===== src/rtl/ata_pio_pkg.sv =====
package ata_pio_pkg;
  localparam int unsigned CMD_W = 16;
  localparam logic [13:0] SETDEV_KEY = 14'h2740;

  typedef enum logic [2:0] {
    CK_BAD, CK_REG_RD, CK_REG_WR, CK_DAT_RD, CK_DAT_WR, CK_SETDEV
  } cmd_kind_e;

  typedef enum logic [2:0] {
    PH_IDLE, PH_SETUP, PH_STROBE, PH_HOLD, PH_RECOV
  } phase_e;
endpackage


===== src/rtl/ata_cmd_decode.sv =====
module ata_cmd_decode
  import ata_pio_pkg::*;
#(
  parameter int unsigned N_W = 13
) (
  input  logic [CMD_W-1:0] word_i,
  output cmd_kind_e        kind_o,
  output logic [1:0]       cs_n_o,
  output logic [2:0]       da_o,
  output logic [7:0]       byte_o,
  output logic [N_W-1:0]   count_o,
  output logic             dev_o,
  output logic             blk_o
);
  always_comb begin
    kind_o = CK_BAD;
    if (word_i[15:2] == SETDEV_KEY)     kind_o = CK_SETDEV;
    else if (word_i[15:13] == 3'b001)   kind_o = CK_REG_RD;
    else if (word_i[15:13] == 3'b101)   kind_o = CK_REG_WR;
    else if (word_i[14:13] == 2'b10)    kind_o = word_i[15] ? CK_DAT_WR : CK_DAT_RD;
  end

  assign cs_n_o  = word_i[12:11];
  assign da_o    = word_i[10:8];
  assign byte_o  = word_i[7:0];
  assign count_o = word_i[N_W-1:0];
  assign dev_o   = word_i[0];
  assign blk_o   = word_i[1];
endmodule


===== src/rtl/ata_phase_engine.sv =====
module ata_phase_engine
  import ata_pio_pkg::*;
#(
  parameter int unsigned FLD_W = 8,
  localparam int unsigned TIM_W = 4 * FLD_W
) (
  input  logic             clk_i,
  input  logic             rst_ni,
  input  logic             start_i,
  input  logic             again_i,
  input  logic [TIM_W-1:0] tim_i,
  input  logic             iordy_gate_i,
  output phase_e           phase_o,
  output logic             strobe_end_o,
  output logic             cyc_end_o
);
  function automatic logic [FLD_W-1:0] len(input logic [FLD_W-1:0] f);
    return (f == '0) ? FLD_W'(1) : f;
  endfunction

  phase_e             phase_q;
  logic [FLD_W-1:0]   cnt_q;
  logic [TIM_W-1:0]   tim_q;
  logic               last;

  assign last         = (cnt_q == FLD_W'(1));
  assign strobe_end_o = (phase_q == PH_STROBE) && last && iordy_gate_i;
  assign cyc_end_o    = (phase_q == PH_RECOV) && last;
  assign phase_o      = phase_q;

  always_ff @(posedge clk_i or negedge rst_ni) begin
    if (!rst_ni) begin
      phase_q <= PH_IDLE;
      cnt_q   <= '0;
      tim_q   <= '0;
    end else begin
      unique case (phase_q)
        PH_IDLE: if (start_i) begin
          tim_q   <= tim_i;
          phase_q <= PH_SETUP;
          cnt_q   <= len(tim_i[FLD_W-1:0]);
        end
        PH_SETUP: if (last) begin
          phase_q <= PH_STROBE;
          cnt_q   <= len(tim_q[2*FLD_W-1:FLD_W]);
        end else cnt_q <= cnt_q - 1'b1;
        PH_STROBE: if (last) begin
          // hold at the final count while the device stretches the pulse
          if (iordy_gate_i) begin
            phase_q <= PH_HOLD;
            cnt_q   <= len(tim_q[3*FLD_W-1:2*FLD_W]);
          end
        end else cnt_q <= cnt_q - 1'b1;
        PH_HOLD: if (last) begin
          phase_q <= PH_RECOV;
          cnt_q   <= len(tim_q[4*FLD_W-1:3*FLD_W]);
        end else cnt_q <= cnt_q - 1'b1;
        PH_RECOV: if (last) begin
          if (again_i) begin
            phase_q <= PH_SETUP;
            cnt_q   <= len(tim_q[FLD_W-1:0]);
          end else begin
            phase_q <= PH_IDLE;
            cnt_q   <= '0;
          end
        end else cnt_q <= cnt_q - 1'b1;
        default: phase_q <= PH_IDLE;
      endcase
    end
  end
endmodule


===== src/rtl/ata_xfer_cnt.sv =====
module ata_xfer_cnt #(
  parameter int unsigned XFER_W = 16
) (
  input  logic              clk_i,
  input  logic              rst_ni,
  input  logic              load_i,
  input  logic [XFER_W-1:0] load_val_i,
  input  logic              dec_i,
  output logic [XFER_W-1:0] cnt_o,
  output logic              more_o
);
  logic [XFER_W-1:0] cnt_q;

  always_ff @(posedge clk_i or negedge rst_ni) begin
    if (!rst_ni)                    cnt_q <= '0;
    else if (load_i)                cnt_q <= load_val_i;
    else if (dec_i && cnt_q != '0)  cnt_q <= cnt_q - 1'b1;
  end

  assign cnt_o  = cnt_q;
  assign more_o = (cnt_q > XFER_W'(1));
endmodule


===== src/rtl/ata_pio_seq.sv =====
module ata_pio_seq
  import ata_pio_pkg::*;
#(
  parameter int unsigned DATA_W = 16,
  parameter int unsigned FLD_W  = 8,
  parameter int unsigned N_W    = 13,
  localparam int unsigned TIM_W  = 4 * FLD_W,
  localparam int unsigned XFER_W = N_W + 3
) (
  input  logic              clk_i,
  input  logic              rst_ni,
  input  logic              cmd_valid_i,
  input  logic [CMD_W-1:0]  cmd_word_i,
  output logic              cmd_ready_o,
  input  logic [DATA_W-1:0] wdata_i,
  output logic              wdata_ack_o,
  input  logic [TIM_W-1:0]  cmd_tim0_i,
  input  logic [TIM_W-1:0]  dat_tim0_i,
  input  logic [TIM_W-1:0]  cmd_tim1_i,
  input  logic [TIM_W-1:0]  dat_tim1_i,
  input  logic [1:0]        iordy_en_i,
  input  logic              err_clr_i,
  input  logic              iordy_i,
  input  logic [DATA_W-1:0] dd_i,
  output logic [DATA_W-1:0] dd_o_o,
  output logic              dd_oe_o,
  output logic [1:0]        cs_n_o,
  output logic [2:0]        da_o,
  output logic              dior_n_o,
  output logic              diow_n_o,
  output logic [DATA_W-1:0] rdata_o,
  output logic              rdata_valid_o,
  output logic              busy_o,
  output logic              dev_sel_o,
  output logic [XFER_W-1:0] xfer_cnt_o,
  output logic              err_o
);
  cmd_kind_e         kind_d, kind_q;
  logic [1:0]        cs_d, cs_q;
  logic [2:0]        da_d, da_q;
  logic [7:0]        byte_d;
  logic [N_W-1:0]    count_d;
  logic              dev_d, blk_d;
  logic              dev_q, blk_q, err_q;
  logic [DATA_W-1:0] dd_q, rdata_q;
  logic              rvalid_q, ack_q;
  phase_e            phase;
  logic              strobe_end, cyc_end, more;
  logic              accept, is_reg_d, is_dat_d, start, wd_take;
  logic              rd_q, wr_q, addr_ph;
  logic [TIM_W-1:0]  tim_sel;
  logic [XFER_W-1:0] words_d;

  ata_cmd_decode #(.N_W(N_W)) u_dec (
    .word_i (cmd_word_i),
    .kind_o (kind_d),
    .cs_n_o (cs_d),
    .da_o   (da_d),
    .byte_o (byte_d),
    .count_o(count_d),
    .dev_o  (dev_d),
    .blk_o  (blk_d)
  );

  assign accept   = cmd_valid_i && (phase == PH_IDLE);
  assign is_reg_d = (kind_d == CK_REG_RD) || (kind_d == CK_REG_WR);
  assign is_dat_d = (kind_d == CK_DAT_RD) || (kind_d == CK_DAT_WR);
  assign start    = accept && (is_reg_d || is_dat_d);

  always_comb begin
    if (is_reg_d) tim_sel = dev_q ? cmd_tim1_i : cmd_tim0_i;
    else          tim_sel = dev_q ? dat_tim1_i : dat_tim0_i;
  end

  always_comb begin
    words_d = XFER_W'(1);
    if (is_dat_d) begin
      words_d = XFER_W'(count_d) + XFER_W'(1);
      if (blk_q) words_d = words_d << 2;
    end
  end

  ata_phase_engine #(.FLD_W(FLD_W)) u_eng (
    .clk_i       (clk_i),
    .rst_ni      (rst_ni),
    .start_i     (start),
    .again_i     (more),
    .tim_i       (tim_sel),
    .iordy_gate_i(!iordy_en_i[dev_q] || iordy_i),
    .phase_o     (phase),
    .strobe_end_o(strobe_end),
    .cyc_end_o   (cyc_end)
  );

  ata_xfer_cnt #(.XFER_W(XFER_W)) u_cnt (
    .clk_i     (clk_i),
    .rst_ni    (rst_ni),
    .load_i    (start),
    .load_val_i(words_d),
    .dec_i     (cyc_end),
    .cnt_o     (xfer_cnt_o),
    .more_o    (more)
  );

  assign wd_take = (start && kind_d == CK_DAT_WR) ||
                   (cyc_end && more && kind_q == CK_DAT_WR);

  always_ff @(posedge clk_i or negedge rst_ni) begin
    if (!rst_ni) begin
      kind_q   <= CK_BAD;
      cs_q     <= 2'b11;
      da_q     <= '0;
      dev_q    <= 1'b0;
      blk_q    <= 1'b0;
      err_q    <= 1'b0;
      dd_q     <= '0;
      rdata_q  <= '0;
      rvalid_q <= 1'b0;
      ack_q    <= 1'b0;
    end else begin
      rvalid_q <= 1'b0;
      ack_q    <= wd_take;
      if (start) begin
        kind_q <= kind_d;
        cs_q   <= is_reg_d ? cs_d : 2'b10;
        da_q   <= is_reg_d ? da_d : 3'd0;
        if (kind_d == CK_REG_WR) dd_q <= DATA_W'(byte_d);
      end
      if (wd_take) dd_q <= wdata_i;
      if (accept && kind_d == CK_SETDEV) begin
        dev_q <= dev_d;
        blk_q <= blk_d;
      end
      // a new error in the same clock as a clear wins
      if (accept && kind_d == CK_BAD) err_q <= 1'b1;
      else if (err_clr_i)             err_q <= 1'b0;
      if (strobe_end && rd_q) begin
        rdata_q  <= dd_i;
        rvalid_q <= 1'b1;
      end
    end
  end

  assign rd_q    = (kind_q == CK_REG_RD) || (kind_q == CK_DAT_RD);
  assign wr_q    = (kind_q == CK_REG_WR) || (kind_q == CK_DAT_WR);
  assign addr_ph = (phase == PH_SETUP) || (phase == PH_STROBE) || (phase == PH_HOLD);

  assign cmd_ready_o   = (phase == PH_IDLE);
  assign busy_o        = (phase != PH_IDLE);
  assign cs_n_o        = addr_ph ? cs_q : 2'b11;
  assign da_o          = addr_ph ? da_q : 3'd0;
  assign dior_n_o      = !((phase == PH_STROBE) && rd_q);
  assign diow_n_o      = !((phase == PH_STROBE) && wr_q);
  assign dd_oe_o       = addr_ph && wr_q;
  assign dd_o_o        = dd_q;
  assign rdata_o       = rdata_q;
  assign rdata_valid_o = rvalid_q;
  assign wdata_ack_o   = ack_q;
  assign dev_sel_o     = dev_q;
  assign err_o         = err_q;
endmodule


===== config.mk =====
export PLATFORM = sky130hd
export DESIGN_NAME = ata_pio_seq
export DESIGN_NICKNAME = d
export VERILOG_FILES = /design/src/rtl/ata_pio_pkg.sv /design/src/rtl/ata_cmd_decode.sv /design/src/rtl/ata_phase_engine.sv /design/src/rtl/ata_xfer_cnt.sv /design/src/rtl/ata_pio_seq.sv
export SDC_FILE = /design/constraint.sdc
export NUM_CORES = 1
export LEC_CHECK = 0
export ABC_CLOCK_PERIOD_IN_PS = 6700
export CAP_MARGIN = 20
export CORE_AREA = 2 2 97 192
export DETAILED_ROUTE_END_ITERATION = 8
export DIE_AREA = 0 0 99 194
export PLACE_DENSITY = 0.69
export REMOVE_ABC_BUFFERS = 1
export SETUP_SLACK_MARGIN = 0.2
export SLEW_MARGIN = 20
export SYNTH_ARGS = -nofsm -noshare
export SYNTH_HDL_FRONTEND = slang
export SYNTH_SLANG_ARGS = --single-unit
export TNS_END_PERCENT = 20

===== constraint.sdc =====
create_clock -name clk_i -period 6.7 [get_ports clk_i]
set_input_delay 2.01 -clock clk_i [delete_from_list [all_inputs] [get_ports clk_i]]
set_output_delay 2.01 -clock clk_i [all_outputs]
set_load 0.05 [all_outputs]

## Word-level counts from Yosys, hierarchy flattened

Index checks and enable logic that the tools add are counted.

- Add/sub/neg operators: 3
- Order comparisons: 2
- Equal/unequal tests: 25
- Mux-type cells: 45
- Reductions and logical operators: 45

Operators by type and width:

| operator | number |
|---|---|
| 16-bit two-way mux | 7 |
| 32-bit two-way mux | 3 |
| 8-bit two-way mux | 12 |
| 8-bit logical NOT | 5 |
| 8-bit one-hot mux with 5 select lines | 1 |
| 3-bit two-way mux | 13 |
| 3-bit by 2-bit == test with 1-bit output, second input constant | 6 |
| 16-bit by 1-bit greater-than comparator with 1-bit output, second input constant | 1 |
| 16-bit nonzero test | 1 |
| 16-bit by 1-bit subtractor with 16-bit output, second input constant | 1 |
| 3-bit == test, second input constant | 5 |
| 1-bit logical AND | 15 |
| 3-bit one-hot mux with 5 select lines | 1 |
| 13-bit by 1-bit adder with 14-bit output, second input constant | 1 |
| 14-bit == test, second input constant | 1 |
| 3-bit by 1-bit == test with 1-bit output, second input constant | 4 |
| 2-bit by 1-bit inequality test with 1-bit output, second input constant | 6 |
| 1-bit logical OR | 9 |
| 8-bit by 1-bit == test with 1-bit output, second input constant | 1 |
| 2-bit nonzero test | 4 |
| 8-bit by 1-bit subtractor with 8-bit output, second input constant | 1 |
| 3-bit logical NOT | 2 |
| 1-bit two-way mux | 6 |
| 6-bit AND reduction | 1 |
| other kinds (9) | 13 |

- Register bits: 104
- Bits of input ports: 183
- Word-level logic and storage cells: 134

## Longest topological paths before layout

- Depth after elaboration: 13
- Mapped depth: 9

## Hierarchy

From an unflattened synthesis, not the netlist that was laid out.

- Cell total of the unflattened synthesis: 654
- Area, all modules: 6965.4 µm²

By module, submodules not included:

| module | instances | cells an instance | area an instance (µm²) | seq. area each (µm²) |
|---|---|---|---|---|
| ata_pio_seq | 1 | 260 | 3225.6 | 1128.6 |
| ata_phase_engine | 1 | 235 | 2362.3 | 1076.0 |
| ata_xfer_cnt | 1 | 119 | 1078.5 | 400.4 |
| ata_cmd_decode | 1 | 40 | 299.0 | 0.0 |

## Least setup slack after synthesis

Ideal clock, no wire load.

- Path kind: register to output
- From: register u_eng.phase_q[2], in the netlist u_eng.phase_o[2]
- To: output dd_oe_o
- Arrival time: 2486 ps
- Required time: 4690 ps
- Path slack: 2204 ps
- Stages on the path, launching flop included: 5
- Buffers on the path: 3
- Cells stage by stage: dfrtp_1 > clkbuf_1 > clkbuf_1 > clkbuf_1 > nor4_1

- Cells in the longest elaborated chain, start to end: 4
- Elaborated cells on any way between the ends: 6
- Those cells by class: 3 x eq/ne; 3 x reduce/logical

RTL lines:

| what | RTL line | source |
|---|---|---|
| start, declared | ata_phase_engine.sv:21 | `phase_e phase_q;` |
| start signal, assigned | ata_phase_engine.sv:33 | `phase_q <= PH_IDLE;` |
| start signal, assigned | ata_phase_engine.sv:40 | `phase_q <= PH_SETUP;` |
| start signal, assigned | ata_phase_engine.sv:44 | `phase_q <= PH_STROBE;` |
| 3-bit by 1-bit == test with 1-bit output or 3-bit by 2-bit == test with 1-bit output (tied branches) | ata_pio_seq.sv:146 | `assign addr_ph = (phase == PH_SETUP) \|\| (phase == PH_STROBE) \|\| (phase == PH_HOLD);` |
| 1-bit logical OR | ata_pio_seq.sv:146 |  |
| 1-bit logical OR (*) | ata_pio_seq.sv:146 |  |
| 1-bit logical AND (*) | ata_pio_seq.sv:154 | `assign dd_oe_o = addr_ph && wr_q;` |
| end, declared | ata_pio_seq.sv:26 | `output logic dd_oe_o,` |

Mark *: on every way between the ends. The rest lies on a longest branch, timed or not.

## Worst setup path in the final report

- From: register u_eng.phase_q[1], in the netlist u_eng.phase_o[1]
- To: output da_o[0]

- Cells in the longest elaborated chain, start to end: 4
- Elaborated cells on any way between the ends: 6
- Those cells by class: 3 x eq/ne; 1 x mux; 2 x reduce/logical

RTL lines:

| what | RTL line | source |
|---|---|---|
| 3-bit by 1-bit == test with 1-bit output or 3-bit by 2-bit == test with 1-bit output (tied branches) | ata_pio_seq.sv:146 |  |
| 1-bit logical OR | ata_pio_seq.sv:146 |  |
| 1-bit logical OR (*) | ata_pio_seq.sv:146 |  |
| 3-bit two-way mux (*) | ata_pio_seq.sv:151 | `assign da_o = addr_ph ? da_q : 3'd0;` |
| end, declared | ata_pio_seq.sv:28 | `output logic [2:0] da_o,` |

Marks and branches as above.

==> metrics.md <==
| Metric | Value |
|---|---|
| Status | completed |
| DRT iter0 DRCs | 324 |
| Row count | 69 |
| Top-count cell post-synth | nand2_1 |
| Internal reg-to-reg setup slack | 3.32 ns |
| Vias in the first global route | 7037 |
| Crit share post-route | 0.7144 |
| Drt total wl | 23920 um |
| CTS Buffer Depth | 2 |
| CP Cell Sequence | nor2_1 -> nor2_1 -> and2_1 -> clkdlybuf4s50_1 |
| CP delay by family, top | simple AND/OR/NAND/NOR gates |
| Post-synth top area cell | dfrtp_1 |
| Synth Area in XOR/XNOR | 0.02645 |
| Worst skew pair latency | 0.36 ns |
| Buffers and inverters on the worst path | 1 |
| Ant diodes | 0 |
| Synth top area cells | dfrtp_1 37%, mux4_2 11%, nand2_1 8.0%, mux2_2 5.3%, o21ai_0 2.9% |
| Antenna violations before repair | 0 |
| Synth top cells by count | 148 x nand2_1, 102 x dfrtp_1, 44 x nor2_1 |
| Crit-path most repeated cell | nor2_1 |
| Critical Path End Type | output port |
| Number of library cell types mapped by synthesis | 68 |
| Main combinational cell family by area after synthesis | simple AND/OR/NAND/NOR gates |
| Register area share after synthesis | 0.3746 |
| Synth Area in Simple Gates | 0.2195 |
| Fin util | 0.5553 |
| PostCTS Resize Cnt | 0 |
| CP max FO | 16 |
| Tightest Pin Transition | 1.012 ns |
| HP Start | u_eng.tim_q[24] |
| Clk slew on worst S/H paths | 0.08 ns |
| Global-route wire length before repair | 38100 um |
| Sink Count | 104 |
| Total CTS buffers | 9 |
| Critical Path Max Stage Delay | 0.80 ns |
| H-tree lvl count | 3 |
| RSZ-0062 raised after global routing | no |
| PortBufs | 244 |
| Fmax | 208.9 MHz |
| TritonCTS clock tree | yes |
| Crit path kind | register to output port |
| Core region area | 17700 um2 |
| DRC Markers | 0 |
| Antenna Nets Post-Route | 0 |
| Gr ovfl total | 0 |
| Fin. max-slew vios | 0 |
| Clock skew after layout | 0.01325 ns |
| Post-synth ARST share | 1.000 |
| Final setup viols | 0 |
| Area Growth Syn to Fin | 41.33% |
| Die span in y | 194 um |
| DRT Pass-1 Iters | 5 |
| Post-synth EDFFs | 0 |
| Static leakage | 3.893 nW |
| RePlAce Congestion | 0.8792 |
| Cts hold-fix bufs | 0 |
| CP Data Arrival Time | 2.78 ns |
| Worst Path Required | 4.69 ns |
| Cells after synthesis | 748 |
| Root buf cell | clkbuf_16 |
| Synth Area in Adders | 0.01080 |
| WL per Instance | 20.31 um |
| Crit path launch type | register |
| Compound-Gate Fraction of Synth Area | 0.1400 |
| VDD IR max | 0.2620 mV |
| Minimum clock period | 4.787 ns |
| Yosys warnings | 0 |
| Layout cells sized above 1 | 0.1171 |
| Setup bufs post-CTS | 0 |
| Tot GR Track Use | 0.2533 |
| Syn avg cell area | 9.297 um2 |
| Die width | 99 um |
| Setup TNS | 0 ns |
| Max stage delay cell, worst path | clkdlybuf4s50_1 |
| Vias | 6697 |
| R2r worst-path depth | 6 |
| PwrDens | 335.4 nW/um2 |
| Initial Util | 0.3929 |
| Hold Crit Class | register to register |
| Synthesized cell area | 6954 um2 |
| Vias per cell | 5.685 |
| Full die area | 19210 um2 |
| Hold path endpoint | u_eng.tim_q[24] |
| Multiplexer share of the synthesized area | 0.1848 |
| R2r endpoint | dd_o_o[1] |
| Flops & latches, synth | 104 |
| FILL cells | 1622 |
| Final hold vios | 0 |
| Post-synth top area share | 0.3670 |
| Synth Flop Type | dfrtp_1 |
| Hold depth | 2 |
| Post-detail-place hpwl | 18780 um |
| MaxCap Viol Count | 0 |
| Headroom to the max-slew limit | 0.3226 |
| Layout Nets | 1149 |
| Worst flop-to-flop path startpoint | u_eng.phase_o[1] |
| Largest net degree at the start of global routing | 70 |
| IO Pins | 245 |
==> power by group <==
group	total [W]	internal, W	switching (W)
clock network	0.000563	0.000306	0.000257
registers	0.00108	0.000857	0.000219
logic	0.00166	0.000670	0.000988
==> final cells by class <==
cell class              instances  area (um2)  area share
flip-flops and latches        104        2606      0.2652
clock inverters                 6       75.07    0.007638
repair buffers                251        2492      0.2536
well taps                     213       266.5     0.02712
clock buffers                  10       239.0     0.02432
inverters                      23       86.33    0.008784
multi-input cells             571        4063      0.4134
==> state kept, by name, indices dropped and copies added (netlist names) <==
| signal | count |
|---|---|
| u_eng.tim_q | 32 |
| cs_q | 2 |
| u_eng.phase_o | 3 |
| rdata_valid_o | 1 |
| rdata_o | 16 |
| wdata_ack_o | 1 |
| kind_q | 3 |
| da_q | 3 |
| dd_o_o | 16 |
| u_eng.cnt_q | 8 |
| u_cnt.cnt_o | 16 |
| blk_q | 1 |
| err_o | 1 |
| dev_sel_o | 1 |
==> worst register-to-register path: stages, from the launching register on <==
cell	delay [ns]
dfrtp_1	0.61
nor2_1	0.48
nand2_1	0.31
a21oi_2	0.44
nand2_1	0.22
o22ai_2	0.80
mux2_2	0.43
==> how the worst max path moves through the flow <==
stage	slack, ns	cells past startpoint	startpoint	endpoint
after floorplan	-0.30	4	cmd_word_i[14]	dd_o_o[0]
final	1.91	4	u_eng.phase_o[1]	da_o[0]
after detailed placement	1.56	5	cmd_word_i[13]	dd_o_o[7]
after global placement	1.62	5	cmd_word_i[13]	dd_o_o[3]
after global routing	1.75	5	cmd_word_i[13]	dd_o_o[3]
after CTS	1.91	4	u_eng.phase_o[1]	da_o[0]
==> stage by stage <==
step | area [um2] | hold slack [ns] | setup slack, ns | total power, W | cells
finish | 9828 | 0.4828 | 1.913 | 0.003296 | 1178
global placement | 9514 | 0.4588 | 1.618 | 0.002722 | 1162
detailed placement | 9514 | 0.4669 | 1.558 | 0.002738 | 1162
floorplan | 6735 | 0.4370 | -0.3040 | 0.002120 | 698
CTS | 9828 | 0.4861 | 1.908 | 0.003314 | 1178
global route | 9828 | 0.5072 | 1.754 | 0.003497 | 1178
==> routing by layer <==
metal  track usage  up-vias  wire length [um]
met5             0        -                 0
li1              -     3138                 -
met4        0.1111        0              1056
met1        0.2723     3298              8267
met3       0.03064       58               858
met2        0.4815      203             13740
==> layout by cell type (no fill, tap or decap), types with 8 or more instances in the layout <==
| cell | count |
|---|---|
| mux2_2 | 33 |
| a211oi_1 | 10 |
| mux2i_1 | 17 |
| clkdlybuf4s50_1 | 243 |
| nor2_1 | 44 |
| mux4_2 | 33 |
| dfrtp_1 | 101 |
| nor2b_1 | 8 |
| nand2_1 | 148 |
| o22ai_1 | 11 |
| xor2_1 | 8 |
| nor4_1 | 15 |
| nor3_1 | 17 |
| clkbuf_16 | 9 |
| a31oi_1 | 9 |
| nand3_1 | 19 |
| xnor2_1 | 13 |
| inv_1 | 23 |
| buf_4 | 8 |
| o21ai_0 | 39 |
| a21oi_1 | 32 |
| o211ai_1 | 9 |
==> kinds of logic (layout without fill, tap and decap cells) <==
family          count (synthesis)  after routing
compound gates                152            152
xor+xnor                       21             21
fa+ha+maj                       6              6
buf+inv                        73            290
flops                         104            104
mux                            83             83
simple gates                  309            309
Note: power is estimated with default switching activity, not from simulation.
